===== src/rtl/twm_pkg.sv =====
package twm_pkg;
   typedef enum logic [3:0] {
      ST_IDLE,
      ST_STA_A,
      ST_STA_B,
      ST_LOW,
      ST_HIGH,
      ST_NEXT,
      ST_STO_A,
      ST_STO_B,
      ST_STO_C
   } twm_state_t;

   localparam int STAT_W    = 5;
   localparam int SB_DONE   = 0;
   localparam int SB_TXRDY  = 1;
   localparam int SB_RXRDY  = 2;
   localparam int SB_ANAK   = 3;
   localparam int SB_DNAK   = 4;
   localparam int BYTE_W    = 8;
   localparam int ACK_SLOT  = 8;
endpackage


===== src/rtl/twm_phase_tmr.sv =====
module twm_phase_tmr #(
   parameter int W = 8
) (
   input  logic         clk,
   input  logic         rst_n,
   input  logic         load,
   input  logic [W-1:0] load_val,
   output logic         done
);
   logic [W-1:0] cnt;

   always_ff @(posedge clk or negedge rst_n) begin
      if (!rst_n)          cnt <= '0;
      else if (load)       cnt <= load_val;
      else if (cnt != '0)  cnt <= cnt - 1'b1;
   end

   assign done = (cnt == '0);
endmodule


===== src/rtl/twm_hold.sv =====
module twm_hold #(
   parameter int W = 8
) (
   input  logic         clk,
   input  logic         rst_n,
   input  logic         fill,
   input  logic [W-1:0] fill_data,
   input  logic         drain,
   output logic         full,
   output logic [W-1:0] data
);
   always_ff @(posedge clk or negedge rst_n) begin
      if (!rst_n) begin
         full <= 1'b0;
         data <= '0;
      end else begin
         if (fill) begin
            full <= 1'b1;
            data <= fill_data;
         end else if (drain) begin
            full <= 1'b0;
         end
      end
   end
endmodule


===== src/rtl/twm_master.sv =====
module twm_master
   import twm_pkg::*;
#(
   parameter int CNT_W    = 8,
   parameter int DIV_W    = 8,
   parameter int SDA_SYNC = 2
) (
   input  logic             clk,
   input  logic             rst_n,
   input  logic             cmd_wr,
   input  logic             cmd_start,
   input  logic             cmd_read,
   input  logic [6:0]       cmd_addr,
   input  logic [CNT_W-1:0] cmd_count,
   input  logic [DIV_W-1:0] div_high,
   input  logic [DIV_W-1:0] div_low,
   input  logic             tx_wr,
   input  logic [7:0]       tx_data,
   input  logic             rx_rd,
   output logic [7:0]       rx_data,
   input  logic [4:0]       int_en,
   output logic             idle,
   output logic             cmd_done,
   output logic             tx_ready,
   output logic             rx_ready,
   output logic             addr_nak,
   output logic             data_nak,
   output logic             irq,
   output logic             scl_o,
   output logic             sda_o,
   input  logic             sda_i
);
   localparam int BIT_W = $clog2(ACK_SLOT + 1);
   localparam logic [BIT_W-1:0] ACK_IDX = BIT_W'(ACK_SLOT);

   generate
      if (CNT_W < 1 || DIV_W < 2 || SDA_SYNC < 0 || SDA_SYNC > 4) begin : g_bad_param
         $error("twm_master: parameter out of range");
      end
   endgenerate

   twm_state_t st, st_n;
   logic [BYTE_W-1:0] shreg;
   logic [BIT_W-1:0]  bitn;
   logic              data_ph, dir_rd, sda_q;
   logic [CNT_W-1:0]  remain;
   logic              done_q, anak_q, dnak_q;
   logic              sda_s;

   // input synchroniser variant chosen by parameter
   generate
      if (SDA_SYNC == 0) begin : g_nosync
         assign sda_s = sda_i;
      end else begin : g_sync
         logic [SDA_SYNC-1:0] ff;
         always_ff @(posedge clk or negedge rst_n) begin
            if (!rst_n) ff <= '1;
            else begin
               ff[0] <= sda_i;
               for (int i = 1; i < SDA_SYNC; i++) ff[i] <= ff[i-1];
            end
         end
         assign sda_s = ff[SDA_SYNC-1];
      end
   endgenerate

   // phase timer
   logic             tmr_ld, tmr_done;
   logic [DIV_W-1:0] tmr_val, dh_m1, dl_m1;
   assign dh_m1 = div_high - 1'b1;
   assign dl_m1 = div_low - 1'b1;

   twm_phase_tmr #(.W(DIV_W)) u_tmr (
      .clk(clk), .rst_n(rst_n), .load(tmr_ld), .load_val(tmr_val), .done(tmr_done)
   );

   // holding registers
   logic tx_take, tx_full, rx_take, rx_full;
   logic [7:0] tx_hold;

   twm_hold #(.W(BYTE_W)) u_txbuf (
      .clk(clk), .rst_n(rst_n), .fill(tx_wr), .fill_data(tx_data),
      .drain(tx_take), .full(tx_full), .data(tx_hold)
   );

   twm_hold #(.W(BYTE_W)) u_rxbuf (
      .clk(clk), .rst_n(rst_n), .fill(rx_take), .fill_data(shreg),
      .drain(rx_rd), .full(rx_full), .data(rx_data)
   );

   // next-state decision
   logic accept, sample, start_byte, set_anak, set_dnak, set_done;

   always_comb begin
      st_n       = st;
      tmr_ld     = 1'b0;
      tmr_val    = dh_m1;
      accept     = 1'b0;
      sample     = 1'b0;
      start_byte = 1'b0;
      tx_take    = 1'b0;
      rx_take    = 1'b0;
      set_anak   = 1'b0;
      set_dnak   = 1'b0;
      set_done   = 1'b0;
      unique case (st)
         ST_IDLE: if (cmd_wr && cmd_start) begin
            accept = 1'b1; st_n = ST_STA_A; tmr_ld = 1'b1; tmr_val = dh_m1;
         end
         ST_STA_A: if (tmr_done) begin
            st_n = ST_STA_B; tmr_ld = 1'b1; tmr_val = dh_m1;
         end
         ST_STA_B: if (tmr_done) begin
            st_n = ST_LOW; tmr_ld = 1'b1; tmr_val = dl_m1;
         end
         ST_LOW: if (tmr_done) begin
            st_n = ST_HIGH; tmr_ld = 1'b1; tmr_val = dh_m1;
         end
         ST_HIGH: if (tmr_done) begin
            sample = 1'b1;
            tmr_ld = 1'b1;
            tmr_val = dl_m1;
            if (bitn != ACK_IDX) begin
               st_n = ST_LOW;
            end else if (!data_ph) begin
               if (sda_s) begin
                  set_anak = 1'b1; st_n = ST_STO_A;
               end else begin
                  st_n = (remain == '0) ? ST_STO_A : ST_NEXT;
               end
            end else if (!dir_rd) begin
               if (sda_s) begin
                  set_dnak = 1'b1; st_n = ST_STO_A;
               end else begin
                  st_n = (remain == '0) ? ST_STO_A : ST_NEXT;
               end
            end else begin
               rx_take = 1'b1;
               st_n = (remain == '0) ? ST_STO_A : ST_NEXT;
            end
         end
         ST_NEXT: if (dir_rd ? !rx_full : tx_full) begin
            start_byte = 1'b1;
            tx_take    = !dir_rd;
            st_n       = ST_LOW;
            tmr_ld     = 1'b1;
            tmr_val    = dl_m1;
         end
         ST_STO_A: if (tmr_done) begin
            st_n = ST_STO_B; tmr_ld = 1'b1; tmr_val = dh_m1;
         end
         ST_STO_B: if (tmr_done) begin
            st_n = ST_STO_C; tmr_ld = 1'b1; tmr_val = dh_m1;
         end
         ST_STO_C: if (tmr_done) begin
            st_n = ST_IDLE; set_done = 1'b1;
         end
         default: st_n = ST_IDLE;
      endcase
   end

   // bit the master puts on the data line during a low phase
   logic drive_bit;
   always_comb begin
      if (bitn == ACK_IDX) drive_bit = (data_ph && dir_rd) ? (remain == '0) : 1'b1;
      else                 drive_bit = (data_ph && dir_rd) ? 1'b1 : shreg[BYTE_W-1];
   end

   always_ff @(posedge clk or negedge rst_n) begin
      if (!rst_n) begin
         st      <= ST_IDLE;
         sda_q   <= 1'b1;
         shreg   <= '0;
         bitn    <= '0;
         data_ph <= 1'b0;
         dir_rd  <= 1'b0;
         remain  <= '0;
         done_q  <= 1'b0;
         anak_q  <= 1'b0;
         dnak_q  <= 1'b0;
      end else begin
         st <= st_n;
         case (st)
            ST_IDLE, ST_STA_A, ST_STO_C: sda_q <= 1'b1;
            ST_STA_B, ST_STO_A:          sda_q <= 1'b0;
            ST_LOW:                      sda_q <= drive_bit;
            default:                     sda_q <= sda_q;
         endcase
         if (accept) begin
            shreg   <= {cmd_addr, cmd_read};
            dir_rd  <= cmd_read;
            remain  <= cmd_count;
            bitn    <= '0;
            data_ph <= 1'b0;
            done_q  <= 1'b0;
            anak_q  <= 1'b0;
            dnak_q  <= 1'b0;
         end
         if (sample && bitn != ACK_IDX) begin
            shreg <= {shreg[BYTE_W-2:0], sda_s};
            bitn  <= bitn + 1'b1;
         end
         if (start_byte) begin
            bitn    <= '0;
            data_ph <= 1'b1;
            remain  <= remain - 1'b1;
            if (!dir_rd) shreg <= tx_hold;
         end
         if (set_anak) anak_q <= 1'b1;
         if (set_dnak) dnak_q <= 1'b1;
         if (set_done) done_q <= 1'b1;
      end
   end

   assign scl_o    = (st == ST_IDLE) || (st == ST_STA_A) || (st == ST_STA_B) ||
                     (st == ST_HIGH) || (st == ST_STO_B) || (st == ST_STO_C);
   assign sda_o    = sda_q;
   assign idle     = (st == ST_IDLE);
   assign cmd_done = done_q;
   assign tx_ready = !tx_full;
   assign rx_ready = rx_full;
   assign addr_nak = anak_q;
   assign data_nak = dnak_q;

   // interrupt combine
   logic [STAT_W-1:0] stat, masked;
   always_comb begin
      stat           = '0;
      stat[SB_DONE]  = done_q;
      stat[SB_TXRDY] = !tx_full;
      stat[SB_RXRDY] = rx_full;
      stat[SB_ANAK]  = anak_q;
      stat[SB_DNAK]  = dnak_q;
   end
   generate
      for (genvar g = 0; g < STAT_W; g++) begin : g_irq
         assign masked[g] = stat[g] & int_en[g];
      end
   endgenerate
   assign irq = |masked;

   // checker state: length of the current clock high pulse
   logic [DIV_W:0] hi_len;
   always_ff @(posedge clk or negedge rst_n) begin
      if (!rst_n)     hi_len <= '0;
      else if (scl_o) hi_len <= hi_len + 1'b1;
      else            hi_len <= '0;
   end


   left_idle_chk: assert property (@(posedge clk) disable iff (!rst_n)
      ($past(st == ST_IDLE) && st != ST_IDLE) |-> $past(cmd_wr && cmd_start));

   sda_rise_chk: assert property (@(posedge clk) disable iff (!rst_n)
      (scl_o && $past(scl_o) && $rose(sda_o)) |-> (st == ST_STO_C));

   sda_fall_chk: assert property (@(posedge clk) disable iff (!rst_n)
      (scl_o && $past(scl_o) && $fell(sda_o)) |-> (st == ST_STA_B));

   anak_stop_chk: assert property (@(posedge clk) disable iff (!rst_n)
      $rose(anak_q) |-> (st == ST_STO_A));

   done_idle_chk: assert property (@(posedge clk) disable iff (!rst_n)
      $rose(done_q) |-> idle);

   rx_overrun_chk: assert property (@(posedge clk) disable iff (!rst_n)
      rx_take |-> !rx_full);

   stretch_chk: assert property (@(posedge clk) disable iff (!rst_n)
      (st == ST_NEXT && !dir_rd && !tx_full) |=> !scl_o);

   high_width_chk: assert property (@(posedge clk) disable iff (!rst_n)
      ($past(st == ST_HIGH) && st == ST_LOW && $stable(div_high)) |-> (hi_len == {1'b0, div_high}));
endmodule


===== config.mk =====
export PLATFORM = sky130hd
export DESIGN_NAME = twm_master
export DESIGN_NICKNAME = d
export VERILOG_FILES = /design/src/rtl/twm_pkg.sv /design/src/rtl/twm_phase_tmr.sv /design/src/rtl/twm_hold.sv /design/src/rtl/twm_master.sv
export SDC_FILE = /design/constraint.sdc
export NUM_CORES = 1
export LEC_CHECK = 0
export BUFFER_PORTS_ARGS = -buffer_cell sky130_fd_sc_hd__buf_4
export CORE_MARGIN = 2
export CORE_UTILIZATION = 59
export DETAILED_ROUTE_END_ITERATION = 8
export PLACE_DENSITY = 0.86
export SLEW_MARGIN = 30
export SYNTH_ARGS = -nofsm -noshare
export SYNTH_HDL_FRONTEND = slang
export SYNTH_SLANG_ARGS = --single-unit

===== constraint.sdc =====
create_clock -name clk -period 6.5 [get_ports clk]
set_input_delay 1.3 -clock clk [delete_from_list [all_inputs] [get_ports clk]]
set_output_delay 1.3 -clock clk [all_outputs]
set_load 0.005 [all_outputs]

==> results.md, run 1 <==
* Status: complete, no violations
* Worst Path Max Fanout at 1
* Final hold slack at about 0.36 ns
* Layout cells sized above 1 at 29.55%
* RSZ-0062 raised after global routing: no
* Syn nets at 411
* #FFs+latches synth at 58
* Clk buf depth at 2
* Post-synth EDFFs at 0
* Vias in the first global route at approximately 2800
* Worst skew pair latency at 0.35 ns
* Via Count at 2965
* Syn Inst Count at between 300 and 400
* Peak supply drop at 0.0001855 V
* Drt first pass iters at 5
* Sequential element share of the synthesized area at between 40% and 50%
* Core Util, Final at around three quarters
* Routed vias/inst at between 5 and 6
* Min Tclk post-route at around 3.3 ns
* Hold WC Path Type: flop to flop
* Initial Utilization at about 60%
* Gr ovfl total at 0
* Final hold vios at 0
* Post-CTS Setup Inserts at 0
* Post-CTS Hold Fix Bufs at 0
* Crit start category: input pin
* Mux share of post-synthesis cell area at around an eighth
* Area Overhead vs Synth at 21.66%
* Die Height at approximately 80 um
* Detail Placement HPWL at 5796 um
* Largest family of logic cells by synthesized area: simple AND/OR/NAND/NOR gates
* Worst Tran Pin Value at 0.7849 ns
* Slew margin rel. at a little under half
* GRT Total Usage at about 27%
* Setup Crit Path Kind: input pin to primary output
* Initial antenna violation count at 0
* Final net count at between 400 and 500
* Synth Area in XOR/XNOR at under 10%
* Placed cells at approximately 480
* CTS tree: yes
* Fin. max-slew vios at 0
* Finished Layout Cells at ~500
* # diodes at 0
* TNS Setup at 0 ns
* DRT antenna net count at 0
* CTS clk-pin slew, worst paths at 0.07 ns
* Routability cong. at 0.8321
* Post-synthesis simple-gate area fraction at between 10% and 20%
* Per-cell routed wire length at around 16 um
* # IOs at between 60 and 70
* Synth Warn # at 0
* P per Cell Area at approximately 330 nW/um^2
* Post-CTS Resized at 0
* # Max-Cap Violations at 0
* Fin crit share at between 50% and 60%
* Max Clock Skew at 0.01127 ns
* Most frequent cells in the layout: 69 x buf_4, 55 x dfrtp_1, 44 x nand2_1
* Syn Area/Cell at ~9.6 sq um
* CTS buffer count at 9
* Max Freq at 307.6 MHz
* Post-synthesis adder-cell area fraction at between 2 and 3%
* Die W at between 70 and 80 um
* Clock sink total at 58
* Worst EP arrival at between 1.5 and 2 ns
* Total Wirelength at about 8100 um
* Largest net degree at the start of global routing at 59
* Leakage at around 2.0 nW
* CORE AREA at about 5500 sq um
* Synth Cell Area at around 3400 sq um
* Commonest non-fill, non-tap cell in the layout: buf_4
* Std cell rows at 27
* Die area at 6358 sq um
* Post-synthesis async set-or-reset flop share at 100.0%
* Root buffer selected by CTS: clkbuf_8
* Input/output buffers at roughly 70
* Final setup viols at 0
* Post-synth cell types at 58
* Setup crit end kind: primary output
* First-pass GRT wire length at between 10000 and 15000 um
* Drt drc at 0
* Data required, critical path at between 5 and 6 ns
* Initial DRC Count at between 200 and 250
* Synth Area in Compound Gates at roughly 14%
* Ys flop type: dfrtp_1
* CTS H-tree lvls at 3
## registers in the layout, summed over array words and instances (netlist names)
| register | flops |
|---|---|
| shreg | 8 |
| st | 4 |
| u_txbuf.data | 8 |
| data_nak | 1 |
| remain | 8 |
| addr_nak | 1 |
| bitn | 4 |
| u_txbuf.full | 1 |
| sda_o | 1 |
| g_sync.ff | 2 |
| u_rxbuf.data | 8 |
| u_rxbuf.full | 1 |
| cmd_done | 1 |
| data_ph | 1 |
| dir_rd | 1 |
| u_tmr.cnt | 8 |
## critical path, cell delays in order
cell,delay (ns)
buf_4,0.11
a222oi_1,0.32
nand2_1,0.08
buf_4,0.14
## path summary, 6_finish.rpt
| kind | from | to | slack (ns) | cells past startpoint |
|---|---|---|---|---|
| worst max-delay path | int_en[0] | irq | 3.25 | 4 |
| worst min-delay path | g_sync.ff[0] | g_sync.ff[1] | 0.36 | 0 |
| worst max register to register | st[1] | bitn[2] | 3.57 | 5 |
| worst min register to register | g_sync.ff[0] | g_sync.ff[1] | 0.36 | 0 |
| max in group asynchronous | rst_n | remain[1] | 5.01 | 1 |
| min in group asynchronous | rst_n | remain[7] | 1.01 | 1 |
## metal layers
metal  vias up  global-route usage, %  routed length (um)  share of wire [%]
met1      1428                  33.96                3356                 42
met5         -                      0                   0                  0
met3        13                  6.222                 560                6.9
met4         0                  11.02                 114                1.4
met2       134                  44.20                4033                 50
li1       1390                      -                   -                  -
## layout make-up
| type | instances | area, sq um |
|---|---|---|
| Tap cell | 72 | 90.09 |
| Timing Repair Buffer | 69 | 518.0 |
| Fill cell | 418 | 1423 |
| Clock buffer | 10 | 137.6 |
| Sequential cell | 58 | 1455 |
| Multi-Input combinational cell | 264 | 1814 |
| Clock inverter | 6 | 42.54 |
| Inverter | 16 | 60.06 |
## cells in the mapped netlist, types with 4 or more instances
cell type,instances,area share [%]
inv_1,16,1.8
o31ai_1,4,0.89
dfrtp_1,55,41
nor3_1,9,1.3
and3_1,5,0.92
o21ai_0,22,3.3
nand3_1,8,1.2
xor2_1,10,2.6
clkbuf_1,12,1.3
nand3b_1,4,0.89
mux2_2,24,8.0
a21oi_1,11,1.6
xnor2_1,5,1.3
nand2_1,44,4.9
mux2i_1,16,4.7
a31oi_1,8,1.5
ha_1,7,2.6
nor2_1,36,4.0
## stage by stage
stage | instance area [sq um] | power, mW | worst slack, ns
2_1_floorplan | 3385 | 0.9087 | 3.528
3_3_place_gp | 3930 | 1.024 | 3.279
3_5_place_dp | 3930 | 1.060 | 3.244
4_1_cts | 4110 | 1.362 | 3.243
5_1_grt | 4118 | 1.459 | 3.147
6_report | 4118 | 1.363 | 3.249
## kinds of logic (layout without fill, tap and decap cells)
| family | after synthesis | in the layout |
|---|---|---|
| adders and majority gates | 7 | 7 |
| DFF | 58 | 58 |
| and+or+nand+nor | 131 | 131 |
| muxes | 41 | 41 |
| xor gates and xnor gates | 15 | 15 |
| buffers and inverters | 30 | 101 |
| AOI/OAI and AO/OA | 70 | 70 |
## report_power, final
| group | internal [mW] | switching (mW) |
|---|---|---|
| logic | 0.224 | 0.237 |
| registers | 0.467 | 0.137 |
| clock network | 0.148 | 0.151 |
No activity file was read; power rests on OpenSTA's default activity.
==> run 2: changes to the inputs <==
ABC_AREA = 1   (was not set)
CORE_UTILIZATION = 50   (was 59)
PLACE_DENSITY = 0.77   (was 0.86)
clock period = 2.8 ns   (was 6.5 ns; I/O delays follow)
==> run 2 against run 1 <==
Net effect: setup slack worse by 2.7 ns; wire length grew 3.7%; cell count increased by 35%; critical path depth is 2 higher; sequential share of layout area fell by 2.3 points; die area increased by 25%; combinational power rose to 2.7 times the previous value; synthesized area increased by 7.1%; clock power grew to 2.7 times the previous value; final area up 7.0%; register-to-register slack got worse by 2.6 ns; utilization is 13 points lower.
==> results.md, run 2 <==
* Commonest cells in the netlist: 130 x nand2_1, 73 x inv_1, 55 x dfrtp_1, 52 x nor2_1, 44 x o21ai_0 (was 55 x dfrtp_1, 44 x nand2_1, 36 x nor2_1, 24 x mux2_2, 22 x o21ai_0)
* Final hold vios at 0 (unchanged)
* Slew margin rel. at 50.78% (was 47.53%)
* Post-synth cell types at 38 (was 58)
* Syn nets at 550 (was 411)
* Min Tclk post-route at roughly 2.2 ns
* Total Wirelength at 8362 um (was 8063 um)
* Commonest non-fill, non-tap cell in the layout: nand2_1 (was buf_4)
* Post-synth EDFFs at 0 (unchanged)
* RSZ-0062 raised after global routing: no (unchanged)
* Initial DRC Count at 208 (was 202)
* Critical path's largest stage delay at 0.46 ns (was 0.32 ns)
* Detail Placement HPWL at 6311 um (was 5796 um)
* DRT antenna net count at 0 (unchanged)
* Power Total at 3.265 mW (was 1.363 mW)
* Syn Area/Cell at 7.382 sq um (was 9.615 sq um)
* GRT Total Usage at 23.02% (was 26.76%)
* Setup crit end kind: primary output (unchanged)
* Worst skew pair latency at 0.34 ns (was 0.35 ns)
* Leakage at 2.304 nW (was 1.960 nW)
* Fin. max-slew vios at 0 (unchanged)
* Synth Warn # at 0 (unchanged)
* Peak supply drop at 0.0003277 V (was 0.0001855 V)
* # Max-Cap Violations at 0 (unchanged)
* Per-cell routed wire length at 12.56 um (was 16.29 um)
* Max Freq at between 400 and 500 MHz
* Drt drc at 0 (unchanged)
* Max Clock Skew at 0.007979 ns (was 0.01127 ns)
* Top-area cell type share of the netlist area at 37.97% (was 40.67%)
* CTS buffer count at 9 (unchanged)
* Worst Tran Pin Value at 0.7383 ns (was 0.7849 ns)
* P per Cell Area at 741.0 nW/um^2 (was 330.9 nW/um^2)
* Routed vias/inst at 5.044 (was 5.990)
* Clock sink total at 58 (unchanged)
* Hold WC Path Type: input pin to asynchronous set/reset pin (was flop to flop)
* Setup Crit Path Kind: flop to primary output (was input pin to primary output)
* # diodes at 0 (unchanged)
* Final setup viols at 0 (unchanged)
* Sequence of cells on the critical path: nand2_1, inv_1, nand2_1, nand3_1, or2_2, buf_4 (was buf_4, a222oi_1, nand2_1, buf_4)
* Fillcell total at 697 (was 418)
* Finished Layout Cells at 666 (was 495)
* CTS clk-pin slew, worst paths at 0.07 ns (about the same)
* Crit-path slowest cell: dfrtp_1 (was a222oi_1)
* Input/output buffers at 68 (unchanged)
* CORE AREA at 7137 sq um (was 5540 sq um)
* Std cell rows at 31 (was 27)
* Reg-to-reg slack, setup at 0.96 ns (was 3.57 ns)
* Post-CTS Resized at 0 (unchanged)
* Clk buf depth at 2 (unchanged)
* CP top delay family: simple AND/OR/NAND/NOR gates (was compound AO/OA/AOI/OAI gates)
* Worst EP arrival at 1.67 ns (was 1.95 ns)
* #FFs+latches synth at 58 (unchanged)
* Drt first pass iters at 4 (was 5)
* Die area at 7947 sq um (was 6358 sq um)
* Post-synthesis async set-or-reset flop share at 100.0% (unchanged)
* First-pass GRT wire length at 14270 um (was 12890 um)
* # IOs at 69 (unchanged)
* Area Overhead vs Synth at 21.54% (was 21.66%)
* Area leader, netlist: dfrtp_1 (unchanged)
* Data required, critical path at 2.24 ns (was 5.20 ns)
* Gr ovfl total at 0 (unchanged)
* Syn Inst Count at 491 (was 352)
* Sequential element share of the synthesized area at 40.14% (was 42.99%)
* Most frequent cell after synthesis: nand2_1 (was dfrtp_1)
* Status: complete, no violations (unchanged)
* Worst Path Max Fanout at 7 (was 1)
* CP Launch Point: st[0] (was int_en[0])
* Initial antenna violation count at 0 (unchanged)
* Most frequent cells in the layout: 130 x nand2_1, 73 x inv_1, 69 x buf_4 (was 69 x buf_4, 55 x dfrtp_1, 44 x nand2_1)
* Vias in the first global route at 3239 (was 2829)
* R2r startpoint: bitn[0] (was st[1])
* Die Height at 89.15 um (was 79.74 um)
* Die W at 89.15 um (was 79.74 um)
* Via Count at 3359 (was 2965)
* TNS Setup at 0 ns (unchanged)
* Main area contributors after synthesis: dfrtp_1 38%, nand2_1 13%, inv_1 7.6% (was dfrtp_1 41%, mux2_2 8.0%, nand2_1 4.9%)
* Most used cell, CP: nand2_1 (was buf_4)
* Root buffer selected by CTS: clkbuf_8 (unchanged)
* Largest net degree at the start of global routing at 59 (unchanged)
* Routability cong. at 0.8793 (was 0.8321)
* Post-CTS Hold Fix Bufs at 0 (unchanged)
* Layout cells sized above 1 at 21.69% (was 29.55%)
* Buffers plus inverters on the worst setup path at 2 (unchanged)
* Crit start category: flop (was input pin)
* Ys flop type: dfrtp_1 (unchanged)
* Final net count at 621 (was 477)
* Placed cells at 650 (was 478)
* CTS tree: yes (unchanged)
* Initial Utilization at 50.79% (was 61.09%)
* CTS H-tree lvls at 3 (unchanged)
* Fin crit share at 79.55%
* Post-CTS Setup Inserts at 0 (unchanged)
* Synth Cell Area at 3625 sq um (was 3384 sq um)
==> run 2: changes by cell type in the layout (fill, tap and decap cells not counted), sizes merged, moves of 6 or more <==
cell | previous run | this run
inv | 16 | 77
a31oi | 8 | 0
o21ai | 23 | 56
and3 | 6 | 0
mux2 | 25 | 0
nand3 | 8 | 30
nor2 | 36 | 58
mux2i | 16 | 0
nor3 | 10 | 3
nand2 | 45 | 141
o22ai | 2 | 9
==> run 2: cell type report <==
class | instances | area, sq um | area share [%]
multi-input combinational | 347 | 1810 | 41.10
sequential | 58 | 1455 | 33.03
timing repair buffer | 69 | 518.0 | 11.76
inverter | 77 | 291.5 | 6.617
clock buffer | 12 | 155.1 | 3.522
tap | 99 | 123.9 | 2.812
clock inverter | 4 | 51.30 | 1.164
==> run 2: worst paths after layout <==
path                           endpoint  depth (start not counted)
min in group clk           g_sync.ff[0]                          1
setup reg to reg                bitn[2]                         10
hold reg to reg            g_sync.ff[1]                          0
setup / recovery                  scl_o                          6
hold / removal                remain[4]                          1
max in group asynchronous  u_tmr.cnt[1]                          1
==> run 2: where the power goes <==
group          leakage, nW  total [mW]  internal, mW  switching (mW)
registers            0.732        1.24          1.06           0.175
logic                 1.47        1.23         0.479           0.746
clock network        0.103       0.802         0.460           0.343
total                 2.30        3.26          2.00            1.26
==> run 2: cell families (layout without fill, tap and decap cells) <==
family / Yosys count / count (layout) / share of synthesized area (%)
XOR/XNOR: 11 / 11 / 2.658
adder cells (fa/ha/maj): 7 / 7 / 2.416
AO/OA/AOI/OAI: 88 / 88 / 14.70
flip-flops: 58 / 58 / 40.15
AND/OR/NAND/NOR: 241 / 241 / 30.17
buffers and inverters: 86 / 162 / 9.907
==> run 2: through the flow <==
step | hold slack (ns) | cell area [sq um] | utilization, % | setup slack [ns]
4_1_cts | 0.3089 | 4405 | 61.73 | 0.5836
3_3_place_gp | 0.3463 | 4199 | 58.84 | 0.9554
2_1_floorplan | 0.2644 | 3625 | - | 1.158
6_report | 0.2609 | 4405 | 61.73 | 0.5726
3_5_place_dp | 0.3478 | 4199 | 58.84 | 0.9527
5_1_grt | 0.3177 | 4405 | 61.73 | 0.4565
==> run 2: metal layers <==
metal,vias up,GRT usage [%],share of wire [%]
met1,1569,30.55,45
met5,-,0,0
li1,1706,-,-
met4,0,8.684,1.5
met2,72,37.58,50
met3,12,4.247,3.9
==> run 2: worst reg2reg max path: cells and delay by family (launching register included) <==
family | cells | cell delay (ns)
AOI/OAI and AO/OA | 1 | 0.11
and+or+nand+nor | 5 | 0.72
buffers and inverters | 3 | 0.39
adders and majority gates | 1 | 0.14
DFF | 1 | 0.42
